<file path="src/rtl/spi_chain_pkg.sv">
package spi_chain_pkg;

   // lane positions inside the synchronizer vector
   localparam int unsigned LANE_SCLK = 0;
   localparam int unsigned LANE_CSN  = 1;
   localparam int unsigned LANE_SDI  = 2;
   localparam int unsigned LANE_WAKE = 3;
   localparam int unsigned N_LANES   = 4;

   // idle values: clock high, select high, data and wake low
   localparam logic [N_LANES-1:0] LANE_IDLE = 4'b0011;

   typedef enum logic [1:0] {
      CMD_NONE  = 2'd0,
      CMD_WRITE = 2'd1,
      CMD_READ  = 2'd2
   } cmd_kind_e;

endpackage

</file>
<file path="src/rtl/spi_edge_sync.sv">
module spi_edge_sync
   import spi_chain_pkg::*;
#(
   parameter int unsigned STAGES = 2
) (
   input  logic clk,
   input  logic rst_n,
   input  logic sclk_pin,
   input  logic cs_n_pin,
   input  logic sdi_pin,
   input  logic wake_pin,
   output logic sclk_fall,
   output logic sclk_rise,
   output logic cs_low,
   output logic cs_fall,
   output logic cs_rise,
   output logic sdi_s,
   output logic wake_s
);

   logic [STAGES-1:0][N_LANES-1:0] stage_q;
   logic [N_LANES-1:0]             raw;
   logic [N_LANES-1:0]             cur;
   logic [N_LANES-1:0]             prev_q;

   always_comb begin
      raw            = '0;
      raw[LANE_SCLK] = sclk_pin;
      raw[LANE_CSN]  = cs_n_pin;
      raw[LANE_SDI]  = sdi_pin;
      raw[LANE_WAKE] = wake_pin;
   end

   always_ff @(posedge clk or negedge rst_n) begin
      if (!rst_n) begin
         stage_q <= {STAGES{LANE_IDLE}};
         prev_q  <= LANE_IDLE;
      end else begin
         stage_q <= {stage_q[STAGES-2:0], raw};
         prev_q  <= stage_q[STAGES-1];
      end
   end

   assign cur       = stage_q[STAGES-1];
   assign sclk_fall = prev_q[LANE_SCLK] & ~cur[LANE_SCLK];
   assign sclk_rise = ~prev_q[LANE_SCLK] & cur[LANE_SCLK];
   assign cs_low    = ~cur[LANE_CSN];
   assign cs_fall   = prev_q[LANE_CSN] & ~cur[LANE_CSN];
   assign cs_rise   = ~prev_q[LANE_CSN] & cur[LANE_CSN];
   assign sdi_s     = cur[LANE_SDI];
   assign wake_s    = cur[LANE_WAKE];

endmodule

</file>
<file path="src/rtl/spi_frame_shifter.sv">
module spi_frame_shifter #(
   parameter int unsigned FRAME_W = 24,
   localparam int unsigned CNT_W  = $clog2(FRAME_W + 1)
) (
   input  logic               clk,
   input  logic               rst_n,
   input  logic               cs_low,
   input  logic               cs_fall,
   input  logic               cs_rise,
   input  logic               sclk_fall,
   input  logic               sdi_s,
   input  logic               shift_en,
   output logic [FRAME_W-1:0] frame_o,
   output logic               commit_o,
   output logic               msb_o
);

   localparam logic [CNT_W-1:0] FULL = CNT_W'(FRAME_W);

   logic [FRAME_W-1:0] shreg_q;
   logic [CNT_W-1:0]   cnt_q;
   logic               commit_q;

   always_ff @(posedge clk or negedge rst_n) begin
      if (!rst_n) begin
         shreg_q  <= '0;
         cnt_q    <= '0;
         commit_q <= 1'b0;
      end else begin
         commit_q <= 1'b0;
         if (cs_fall) begin
            shreg_q <= '0;
            cnt_q   <= '0;
         end else if (cs_low && sclk_fall && shift_en) begin
            shreg_q <= {shreg_q[FRAME_W-2:0], sdi_s};
            if (cnt_q != FULL) cnt_q <= cnt_q + 1'b1;
         end
         if (cs_rise && shift_en && (cnt_q == FULL)) commit_q <= 1'b1;
      end
   end

   assign frame_o  = shreg_q;
   assign commit_o = commit_q;
   assign msb_o    = shreg_q[FRAME_W-1];

   // counter saturates so overlong frames still qualify
   assert_cnt_bound_R4 : assert property (@(posedge clk) disable iff (!rst_n)
      cnt_q <= FULL);

   // no shifting while the device is deselected
   assert_hold_deselected_R6 : assert property (@(posedge clk) disable iff (!rst_n)
      !cs_low |=> $stable(shreg_q));

   // a commit only follows release of the select line
   assert_commit_after_release_R5 : assert property (@(posedge clk) disable iff (!rst_n)
      commit_q |-> !cs_low);

endmodule

</file>
<file path="src/rtl/spi_cmd_decode.sv">
module spi_cmd_decode
   import spi_chain_pkg::*;
#(
   parameter int unsigned ADDR_W    = 5,
   parameter int unsigned DATA_W    = 16,
   parameter int unsigned CFG_ADDR  = 1,
   parameter int unsigned SLEEP_BIT = 0,
   parameter int unsigned DSDO_BIT  = 1,
   localparam int unsigned CMD_W    = 1 + ADDR_W + DATA_W
) (
   input  logic              clk,
   input  logic              rst_n,
   input  logic [CMD_W-1:0]  cmd_i,
   input  logic              commit_i,
   input  logic              wake_s,
   output logic              wr_stb_o,
   output logic              rd_req_o,
   output logic [ADDR_W-1:0] addr_o,
   output logic [DATA_W-1:0] wdata_o,
   output logic              sleep_o,
   output logic              sdo_dis_o
);

   localparam int unsigned RW_POS = CMD_W - 1;

   logic              rw_bit;
   logic [ADDR_W-1:0] f_addr;
   logic [DATA_W-1:0] f_data;
   cmd_kind_e         kind;
   logic              cfg_hit;

   logic              wr_q, rd_q, sleep_q, dis_q;
   logic [ADDR_W-1:0] addr_q;
   logic [DATA_W-1:0] wdata_q;

   assign rw_bit  = cmd_i[RW_POS];
   assign f_addr  = cmd_i[RW_POS-1 -: ADDR_W];
   assign f_data  = cmd_i[DATA_W-1:0];
   assign cfg_hit = (f_addr == ADDR_W'(CFG_ADDR));

   always_comb begin
      kind = CMD_NONE;
      if (commit_i) kind = rw_bit ? CMD_READ : CMD_WRITE;
   end

   always_ff @(posedge clk or negedge rst_n) begin
      if (!rst_n) begin
         wr_q    <= 1'b0;
         rd_q    <= 1'b0;
         addr_q  <= '0;
         wdata_q <= '0;
         sleep_q <= 1'b0;
         dis_q   <= 1'b0;
      end else begin
         wr_q <= 1'b0;
         rd_q <= 1'b0;
         unique case (kind)
            CMD_WRITE: begin
               wr_q    <= 1'b1;
               addr_q  <= f_addr;
               wdata_q <= f_data;
               if (cfg_hit) begin
                  sleep_q <= f_data[SLEEP_BIT];
                  dis_q   <= f_data[DSDO_BIT];
               end
            end
            CMD_READ: begin
               rd_q   <= 1'b1;
               addr_q <= f_addr;
            end
            default: ;
         endcase
         if (wake_s) sleep_q <= 1'b0;
      end
   end

   assign wr_stb_o  = wr_q;
   assign rd_req_o  = rd_q;
   assign addr_o    = addr_q;
   assign wdata_o   = wdata_q;
   assign sleep_o   = sleep_q;
   assign sdo_dis_o = dis_q;

   // write and read never issue together
   assert_strobe_excl_R2 : assert property (@(posedge clk) disable iff (!rst_n)
      !(wr_q && rd_q));

   // strobes are single-cycle pulses
   assert_single_pulse_R1 : assert property (@(posedge clk) disable iff (!rst_n)
      wr_q |=> !wr_q);

   // nothing issues once sleep has held for a cycle
   assert_quiet_asleep_R9 : assert property (@(posedge clk) disable iff (!rst_n)
      (sleep_q && $past(sleep_q)) |-> (!wr_q && !rd_q));

   // wake always wins over sleep
   assert_wake_clears_R10 : assert property (@(posedge clk) disable iff (!rst_n)
      wake_s |=> !sleep_q);

endmodule

</file>
<file path="src/rtl/spi_sdo_drive.sv">
module spi_sdo_drive #(
   parameter bit SLEEP_BYPASS = 1'b1
) (
   input  logic clk,
   input  logic rst_n,
   input  logic cs_low,
   input  logic cs_fall,
   input  logic sclk_rise,
   input  logic msb_i,
   input  logic sleep_i,
   input  logic sdo_dis_i,
   input  logic cs_n_pin,
   input  logic sdi_pin,
   output logic sdo_o,
   output logic sdo_oe_o
);

   logic sdo_q;

   always_ff @(posedge clk or negedge rst_n) begin
      if (!rst_n)                   sdo_q <= 1'b0;
      else if (cs_fall)             sdo_q <= 1'b0;
      else if (sclk_rise && cs_low) sdo_q <= msb_i;
   end

   if (SLEEP_BYPASS) begin : g_bypass
      assign sdo_o = sleep_i ? sdi_pin : sdo_q;
   end else begin : g_no_bypass
      logic unused_sleep;
      assign unused_sleep = sleep_i;
      assign sdo_o = sdo_q;
   end

   assign sdo_oe_o = ~cs_n_pin & ~sdo_dis_i;

   // chain data only moves on a rising serial edge (or frame start)
   assert_launch_on_rise_R7 : assert property (@(posedge clk) disable iff (!rst_n)
      (!sclk_rise && !cs_fall) |=> $stable(sdo_q));

endmodule

</file>
<file path="src/rtl/spi_chain_slave.sv">
module spi_chain_slave #(
   parameter int unsigned ADDR_W       = 5,
   parameter int unsigned DATA_W       = 16,
   parameter int unsigned RSV_W        = 2,
   parameter int unsigned SYNC_STAGES  = 2,
   parameter int unsigned CFG_ADDR     = 1,
   parameter int unsigned SLEEP_BIT    = 0,
   parameter int unsigned DSDO_BIT     = 1,
   parameter bit          SLEEP_BYPASS = 1'b1
) (
   input  logic              clk,
   input  logic              rst_n,
   input  logic              spi_sclk,
   input  logic              spi_cs_n,
   input  logic              spi_sdi,
   input  logic              wake_i,
   output logic              spi_sdo,
   output logic              spi_sdo_oe,
   output logic              reg_wr_stb,
   output logic              reg_rd_req,
   output logic [ADDR_W-1:0] reg_addr,
   output logic [DATA_W-1:0] reg_wdata,
   output logic              sleep_o
);

   localparam int unsigned FRAME_W = 1 + ADDR_W + DATA_W + RSV_W;

   if (SYNC_STAGES < 2) begin : g_chk_sync
      $error("SYNC_STAGES must be at least 2");
   end
   if (SLEEP_BIT >= DATA_W || DSDO_BIT >= DATA_W) begin : g_chk_bits
      $error("configuration bits must lie inside the data word");
   end
   if (SLEEP_BIT == DSDO_BIT) begin : g_chk_overlap
      $error("sleep and output-disable bits must differ");
   end
   if (CFG_ADDR >= (1 << ADDR_W)) begin : g_chk_cfg
      $error("CFG_ADDR does not fit in ADDR_W");
   end
   if (FRAME_W < 2) begin : g_chk_frame
      $error("frame too short");
   end

   logic sclk_fall, sclk_rise, cs_low, cs_fall, cs_rise, sdi_s, wake_s;
   logic [FRAME_W-1:0] frame;
   logic commit, msb, sleep, sdo_dis;
   logic [RSV_W-1:0] unused_rsv;

   spi_edge_sync #(.STAGES(SYNC_STAGES)) u_sync (
      .clk       (clk),
      .rst_n     (rst_n),
      .sclk_pin  (spi_sclk),
      .cs_n_pin  (spi_cs_n),
      .sdi_pin   (spi_sdi),
      .wake_pin  (wake_i),
      .sclk_fall (sclk_fall),
      .sclk_rise (sclk_rise),
      .cs_low    (cs_low),
      .cs_fall   (cs_fall),
      .cs_rise   (cs_rise),
      .sdi_s     (sdi_s),
      .wake_s    (wake_s)
   );

   spi_frame_shifter #(.FRAME_W(FRAME_W)) u_shift (
      .clk       (clk),
      .rst_n     (rst_n),
      .cs_low    (cs_low),
      .cs_fall   (cs_fall),
      .cs_rise   (cs_rise),
      .sclk_fall (sclk_fall),
      .sdi_s     (sdi_s),
      .shift_en  (~sleep),
      .frame_o   (frame),
      .commit_o  (commit),
      .msb_o     (msb)
   );

   assign unused_rsv = frame[RSV_W-1:0];

   spi_cmd_decode #(
      .ADDR_W    (ADDR_W),
      .DATA_W    (DATA_W),
      .CFG_ADDR  (CFG_ADDR),
      .SLEEP_BIT (SLEEP_BIT),
      .DSDO_BIT  (DSDO_BIT)
   ) u_dec (
      .clk       (clk),
      .rst_n     (rst_n),
      .cmd_i     (frame[FRAME_W-1:RSV_W]),
      .commit_i  (commit),
      .wake_s    (wake_s),
      .wr_stb_o  (reg_wr_stb),
      .rd_req_o  (reg_rd_req),
      .addr_o    (reg_addr),
      .wdata_o   (reg_wdata),
      .sleep_o   (sleep),
      .sdo_dis_o (sdo_dis)
   );

   spi_sdo_drive #(.SLEEP_BYPASS(SLEEP_BYPASS)) u_sdo (
      .clk       (clk),
      .rst_n     (rst_n),
      .cs_low    (cs_low),
      .cs_fall   (cs_fall),
      .sclk_rise (sclk_rise),
      .msb_i     (msb),
      .sleep_i   (sleep),
      .sdo_dis_i (sdo_dis),
      .cs_n_pin  (spi_cs_n),
      .sdi_pin   (spi_sdi),
      .sdo_o     (spi_sdo),
      .sdo_oe_o  (spi_sdo_oe)
   );

   assign sleep_o = sleep;

endmodule

</file>
<file path="config.mk">
export PLATFORM = sky130hd
export DESIGN_NAME = spi_chain_slave
export DESIGN_NICKNAME = d
export VERILOG_FILES = /design/src/rtl/spi_chain_pkg.sv /design/src/rtl/spi_edge_sync.sv /design/src/rtl/spi_frame_shifter.sv /design/src/rtl/spi_cmd_decode.sv /design/src/rtl/spi_sdo_drive.sv /design/src/rtl/spi_chain_slave.sv
export SDC_FILE = /design/constraint.sdc
export NUM_CORES = 1
export LEC_CHECK = 0
export BUFFER_PORTS_ARGS = -buffer_cell sky130_fd_sc_hd__buf_2
export CORE_MARGIN = 2
export CORE_UTILIZATION = 45
export DETAILED_ROUTE_END_ITERATION = 6
export PLACE_DENSITY = 0.75
export SLEW_MARGIN = 10
export SYNTH_ARGS = -nofsm -noshare
export SYNTH_HDL_FRONTEND = slang
export SYNTH_HIERARCHICAL = 1
export SYNTH_SLANG_ARGS = --single-unit
</file>
<file path="constraint.sdc">
create_clock -name clk -period 1.6 [get_ports clk]
set_input_delay 0.08 -clock clk [delete_from_list [all_inputs] [get_ports clk]]
set_output_delay 0.08 -clock clk [all_outputs]
set_load 0.02 [all_outputs]
</file>
==> reports/metrics.csv, run 1 <==
stage,metric,value,unit
floorplanning,dieArea,6430,sq um
synthesis,syn_nets,226,
layout,nets,276,
cts,cts_buffers,9,
route,drt_pass1_iterations,4,
cts,cts.sinks,66,
synthesis,mappedNetlistArea,2610,sq um
global_routing,grt_pass1_vias,1755,
place,dp_hpwl,3000,um
route,vias,1734,
worst_setup_path,startpoint,u_shift/frame_o[19],
sta,setup_viol,0,
global_routing,grt.total_usage,17.1,%
cts,cts_root_buf,clkbuf_8,
floorplanning,start_util,46.9,%
sta,slew_viol_final,0,
sta,setup_tns,0,ns
sta,relSlewSlack,76.9,%
power,leakage,0.00155,uW
route,finalWirelength,4870,um
global_routing,antenna_found_initial,0,
worst_setup_path,worstPathArrival,1.79,ns
floorplanning,num_rows,27,
run,drv_cap,0,
route,via_per_inst,5.03,
place,gp_congestion,0.719,
sta,skew,0.0112,ns
cts,cts.htree.levels,3,
cts,clk_path_buf_depth,2,
worst_setup_path,cp-start-kind,flop,
sta,finalCriticalPeriod,1.57,ns
global_routing,grt_overflow_total,0,
layout,design_area,3150,sq um
layout,drive_gt1_share,36.3,%
floorplanning,die_w,80.2,um
synthesis,ys_seq_area_share,63.5,%
place,io_buffers,31,
power,p_per_area,967,nW/um^2
layout,areaGrowthSynthToFinish,20.4,%
synthesis,synth_top_area_share,57.4,%
synthesis,synth_top_area_cell,dfrtp_1,
place,placed_area,2900,sq um
synthesis,syn_inst,218,
cts,clk_latency,0.34,ns
synthesis,synthDistinctLibCells,30,
sta,hold_viol_final,0,
worst_hold_path,worst_hold_path_type,in2async,
sta,rsz0062_at_grt,yes,
sta,setup_ws,0.0253,ns
worst_setup_path,worstPathRequired,1.82,ns
worst_setup_path,path_class,reg2reg,
worst_setup_path,reg2reg_depth,3,
run_status,status,finished clean,
global_routing,grt_first_pass_wirelength,8240,um
synthesis,synth-seq-cells,66,
worst_setup_path,rrSetupSlack,0.03,ns
cts,cts_tree,done,
sta,fin_crit_sh,98.4,%
place,pre_cts_ws,0.00589,ns
place,dp.cells,322,
worst_setup_path,r2r_end,u_dec/sdo_dis_o,
floorplanning,num_io_pins,32,
worst_setup_path,worstReg2RegStart,u_shift/frame_o[19],
route,post_drt_wl_per_cell,14.1,um
worst_setup_path,cp-end-kind,flop,
sta,worst_pin_slew,0.346,ns
route,drtIter0Drc,128,
global_routing,grt_max_degree,67,
worst_setup_path,crit_path_max_fanout,2,
synthesis,ys_top_cells_by_area,"dfrtp_1 57%, mux2_2 9.5%, nand2_1 6.9%",
layout,final_cells,345,
cts,clk_pin_slew,0.07,ns
route,postRouteAntennaNets,0,
synthesis,yosys_warnings,6,
layout,diodes,0,
route,drc,0,
power,ir_worst_vdd,0.587,mV
sta,timing.hold.ws,0.302,ns
floorplanning,core_area,5570,sq um
synthesis,avgSynthCellArea,12.0,sq um
floorplanning,die_height,80.2,um
sta,max_freq,635,MHz
-- placed cells by master, fill, tap and decap left out, types with 4 or more instances in the layout --
master / instances
inv_1: 5
dfstp_2: 6
mux2_2: 22
a21oi_1: 27
nand2_1: 48
buf_2: 31
dlygate4sd3_1: 5
clkbuf_8: 10
nand2b_1: 4
dfrtp_1: 60
buf_4: 13
-- layout make-up --
cell class	count	area, sq um
Clock buffer	13	149
Multi-Input combinational cell	134	861
Timing Repair Buffer	52	354
Sequential cell	66	1660
Clock inverter	3	15.0
Fill cell	475	2430
Tap cell	72	90.1
Inverter	5	18.8
-- cells in the mapped netlist --
| cell type | number |
|---|---|
| or3_1 | 2 |
| clkbuf_1 | 4 |
| o21ai_0 | 3 |
| a21bo_1 | 1 |
| or4_1 | 1 |
| nor3b_4 | 1 |
| a21oi_2 | 1 |
| mux2_2 | 22 |
| and3_2 | 1 |
| and2_1 | 1 |
| a21oi_1 | 27 |
| ha_1 | 2 |
| nor2_1 | 4 |
| and2b_2 | 2 |
| or4b_4 | 1 |
| nand2b_1 | 4 |
| inv_1 | 5 |
| nor2b_1 | 3 |
| mux2_1 | 2 |
| nand3_1 | 4 |
| and3_1 | 1 |
| dfstp_2 | 6 |
| and4b_4 | 1 |
| buf_4 | 2 |
| clkbuf_8 | 2 |
| mux2i_1 | 2 |
| dfrtp_1 | 60 |
| buf_2 | 4 |
| nand2_1 | 48 |
| buf_6 | 1 |
-- stage by stage --
| stage | power [uW] | utilization, % |
|---|---|---|
| floorplan | 1800 | - |
| global placement | 1860 | 52.1 |
| detailed placement | 1870 | 52.1 |
| CTS | 3070 | 56.0 |
| global route | 3180 | 56.5 |
| finish | 3040 | 56.5 |
-- state kept, by name (all words and copies together) (netlist names), 2 cells and up --
signal,cells
u_sync/cur,4
u_shift/frame_o,24
u_dec/addr_o,5
u_sync/stage_q,4
u_shift/cnt_q,5
u_sync/prev_q,2
u_dec/wdata_o,16
-- report_power, final --
group / internal [uW] / switching, uW / leakage, uW / total [uW]
sequential: 1700 / 14.1 / 0.000891 / 1710
clock: 599 / 590 / 0.0000872 / 1190
combinational: 55.4 / 88.9 / 0.000568 / 144
total: 2350 / 693 / 0.00155 / 3040
-- per-layer routing --
layer / global-route usage (%) / wire length, um / vias up
met1: 22.0 / 2160 / 860
met5: 0 / 0 / -
met4: 8.81 / 103 / 0
li1: - / - / 826
met3: 4.94 / 217 / 9
met2: 26.2 / 2390 / 39
-- what timing repair did --
action / CTS / global route
buffers inserted: 0 / 2
hold buffers: 5 / 0
setup endpoints to repair: 2 / 28
cloned: 0 / 0
hold endpoints to repair: 64 / 0
gates resized for setup: 1 / 3
pin swaps: 1 / 0
-- critical path: stages (launching register included) --
cell and delay [ns]:
dfrtp_1 0.38, or4b_4 0.55, nor3b_4 0.22, mux2_4 0.32
-- worst max-delay path by stage --
stage | to | slack, ns | cells after the start
3_3_place_gp | u_dec/sdo_dis_o | 0.03 | 3
5_1_grt | u_dec/sdo_dis_o | -0.03 | 3
6_report | u_dec/sdo_dis_o | 0.03 | 3
4_1_cts | u_dec/sdo_dis_o | 0.02 | 3
3_5_place_dp | u_dec/sdo_dis_o | 0.006 | 3
2_1_floorplan | u_dec/sdo_dis_o | 0.001 | 3
-- logic make-up after synthesis --
| group | after synthesis | synth area share [%] |
|---|---|---|
| AOI/OAI and AO/OA | 32 | 6.46 |
| adders and majority gates | 2 | 0.957 |
| buffers and inverters | 18 | 4.12 |
| DFF | 66 | 63.5 |
| muxes | 26 | 11.1 |
| and+or+nand+nor | 74 | 13.9 |
Power figures use the tool's default switching activity.
==> run 2: changes to the inputs <==
--- a/config.mk
+++ b/config.mk
@@ -9,7 +9,7 @@
 export CORE_MARGIN = 2
 export CORE_UTILIZATION = 45
 export DETAILED_ROUTE_END_ITERATION = 6
-export PLACE_DENSITY = 0.75
+export PLACE_DENSITY = 0.67
 export SLEW_MARGIN = 10
 export SYNTH_ARGS = -nofsm -noshare
 export SYNTH_HDL_FRONTEND = slang
==> run 2 against run 1 <==
Against the previous run:
- final cell count stayed put
- clock skew shrank 0.0050 ns
- highest routed layer unchanged
- critical path type unchanged
- fmax down 1.3%
- critical endpoint unchanged
- worst hold slack got worse by 0.0074 ns
- combinational power is 3% lower
- largest cell class unchanged
- register-to-register slack lost 0.02 ns
- wire length fell by 6.4%
==> reports/metrics.csv, run 2 (synthesized netlist as in run 1, its figures left out) <==
stage,metric,value,unit,change
run_status,status,finished clean,,
route,drtIter0Drc,152,,+19%
global_routing,grt_pass1_vias,1667,,-5.0%
route,postRouteAntennaNets,0,,unchanged
global_routing,grt_max_degree,67,,unchanged
sta,finalCriticalPeriod,1.60,ns,+0.0214 ns
place,dp_hpwl,2900,um,-3.4%
floorplanning,num_io_pins,32,,unchanged
global_routing,grt_first_pass_wirelength,7700,um,-6.5%
worst_setup_path,path_class,reg2reg,,
power,leakage,0.00157,uW,+1.4%
floorplanning,num_rows,27,,unchanged
worst_setup_path,worstPathRequired,1.82,ns,about the same
cts,cts_buffers,9,,unchanged
floorplanning,core_area,5570,sq um,unchanged
worst_hold_path,worst_hold_path_type,in2async,,
worst_setup_path,cp-start-kind,flop,,
power,ir_worst_vdd,0.483,mV,-18%
layout,layout_common_cells,"60 x dfrtp_1, 48 x nand2_1, 31 x buf_2",,
cts,clk_pin_slew,0.07,ns,about the same
cts,cts.htree.levels,3,,unchanged
sta,worst_pin_slew,0.341,ns,-0.00497 ns
sta,relSlewSlack,77.3,%,+0.33 points
sta,rsz0062_at_grt,yes,,
worst_setup_path,cp-end-kind,flop,,
sta,fin_crit_sh,99.8,%,+1.3 points
cts,clk_latency,0.33,ns,about the same
layout,diodes,0,,unchanged
sta,max_freq,627,MHz,-1.3%
run,drv_cap,0,,unchanged
cts,clk_path_buf_depth,2,,unchanged
route,finalWirelength,4560,um,-6.4%
route,drc,0,,unchanged
layout,drive_gt1_share,37.0,%,+0.73 points
worst_setup_path,cp_slowest_cell,or4b_4,,
floorplanning,dieArea,6430,sq um,unchanged
place,placed_area,2910,sq um,+0.26%
worst_setup_path,path_cells,or4b_4 -> nor3b_4 -> mux2_4,,
layout,final_common_cell,dfrtp_1,,
global_routing,grt_overflow_total,0,,unchanged
layout,largest_reg_flops,24,,unchanged
place,gp_congestion,0.730,,+1.5%
layout,areaGrowthSynthToFinish,22.7,%,
route,post_drt_wl_per_cell,13.2,um,-6.4%
route,drt_pass1_iterations,4,,unchanged
sta,setup_tns,0,ns,unchanged
route,via_per_inst,4.89,,-2.8%
floorplanning,die_w,80.2,um,unchanged
route,vias,1686,,-2.8%
worst_setup_path,crit_path_max_fanout,2,,unchanged
sta,hold_viol_final,0,,unchanged
sta,skew,0.00621,ns,-0.00503 ns
worst_setup_path,max_stage_delay,0.55,ns,about the same
global_routing,grt.total_usage,16.0,%,-1.1 points
layout,design_area,3210,sq um,+1.9%
floorplanning,die_height,80.2,um,unchanged
power,p_per_area,1060,nW/um^2,+9.8%
cts,cts_tree,done,,
floorplanning,start_util,46.9,%,unchanged
cts,cts.sinks,66,,unchanged
worst_setup_path,worstPathArrival,1.81,ns,+0.02 ns
cts,cts_root_buf,clkbuf_8,,
layout,nets,276,,unchanged
place,io_buffers,31,,unchanged
sta,setup_viol,0,,unchanged
global_routing,antenna_found_initial,0,,unchanged
sta,slew_viol_final,0,,unchanged
layout,num-fill-cells,470,,-1.1%
## run 2: cell count changes in the layout (fill, tap and decap cells not counted), sizes merged
cell | before | now
clkbuf | 13 | 10
bufinv | 0 | 2
clkinv | 3 | 1
clkinvlp | 0 | 2
inv | 5 | 6
## run 2: metrics by stage
step	power, uW	utilization [%]	hold WS [ns]	instances	worst slack, ns
2_1_floorplan	1800	-	-0.216	218	0.00102
3_3_place_gp	1870	52.2	0.123	323	0.0287
3_5_place_dp	1870	52.2	0.128	323	0.00706
4_1_cts	3440	57.2	0.289	344	0.0174
5_1_grt	3530	57.5	0.330	345	-0.0241
6_report	3410	57.5	0.294	345	0.00388
## run 2: routing by layer
metal	GRT usage, %	vias to the layer above	part of all wire (%)
met5	0	-	0
met4	9.66	0	1.5
met3	3.71	7	2.4
met2	23.2	26	48
met1	21.7	833	48
li1	-	820	-
## run 2: final cells by class
cell class                 instances  area [sq um]  area share, %
timing repair buffer              52           354           11.0
sequential                        66          1660           51.7
tap                               72          90.1           2.81
inverter                           5          18.8          0.585
multi-input combinational        134           858           26.8
clock buffer                      10           138           4.29
clock inverter                     6          88.8           2.77
## run 2: path summary, 6_finish.rpt
kind | startpoint | endpoint | slack, ns | depth (start not counted)
max | u_shift/frame_o[19] | u_dec/sdo_dis_o | 0.004 | 3
min | rst_n | u_shift/cnt_q[0] | 0.29 | 3
max reg2reg | u_shift/frame_o[19] | u_dec/sdo_dis_o | 0.004 | 3
min reg2reg | u_sync/stage_q[3] | u_sync/cur[3] | 0.35 | 0
max in group asynchronous | rst_n | u_sync/prev_q[0] | 1.01 | 3
min in group clk | u_sync/stage_q[3] | u_sync/cur[3] | 0.35 | 0
## run 2: where the power goes
group	total [uW]	internal, uW	switching, uW	leakage (uW)
combinational	140	53.7	86.3	0.000567
sequential	1710	1700	12.2	0.000891
clock	1560	922	636	0.000109
total	3410	2670	735	0.00157
## run 2: worst max-delay path: cells and delay by family (launching register included)
kind | cells | cell delay (ns)
flops | 1 | 0.38
mux | 1 | 0.32
simple gates | 2 | 0.79
## run 2: timing repair
action,in CTS,in global routing
gates resized for setup,0,3
endpoints found under the setup margin,1,23
setup buffers,0,1
endpoints found under the hold margin,64,0
pin swaps,1,1
hold buffers,5,0
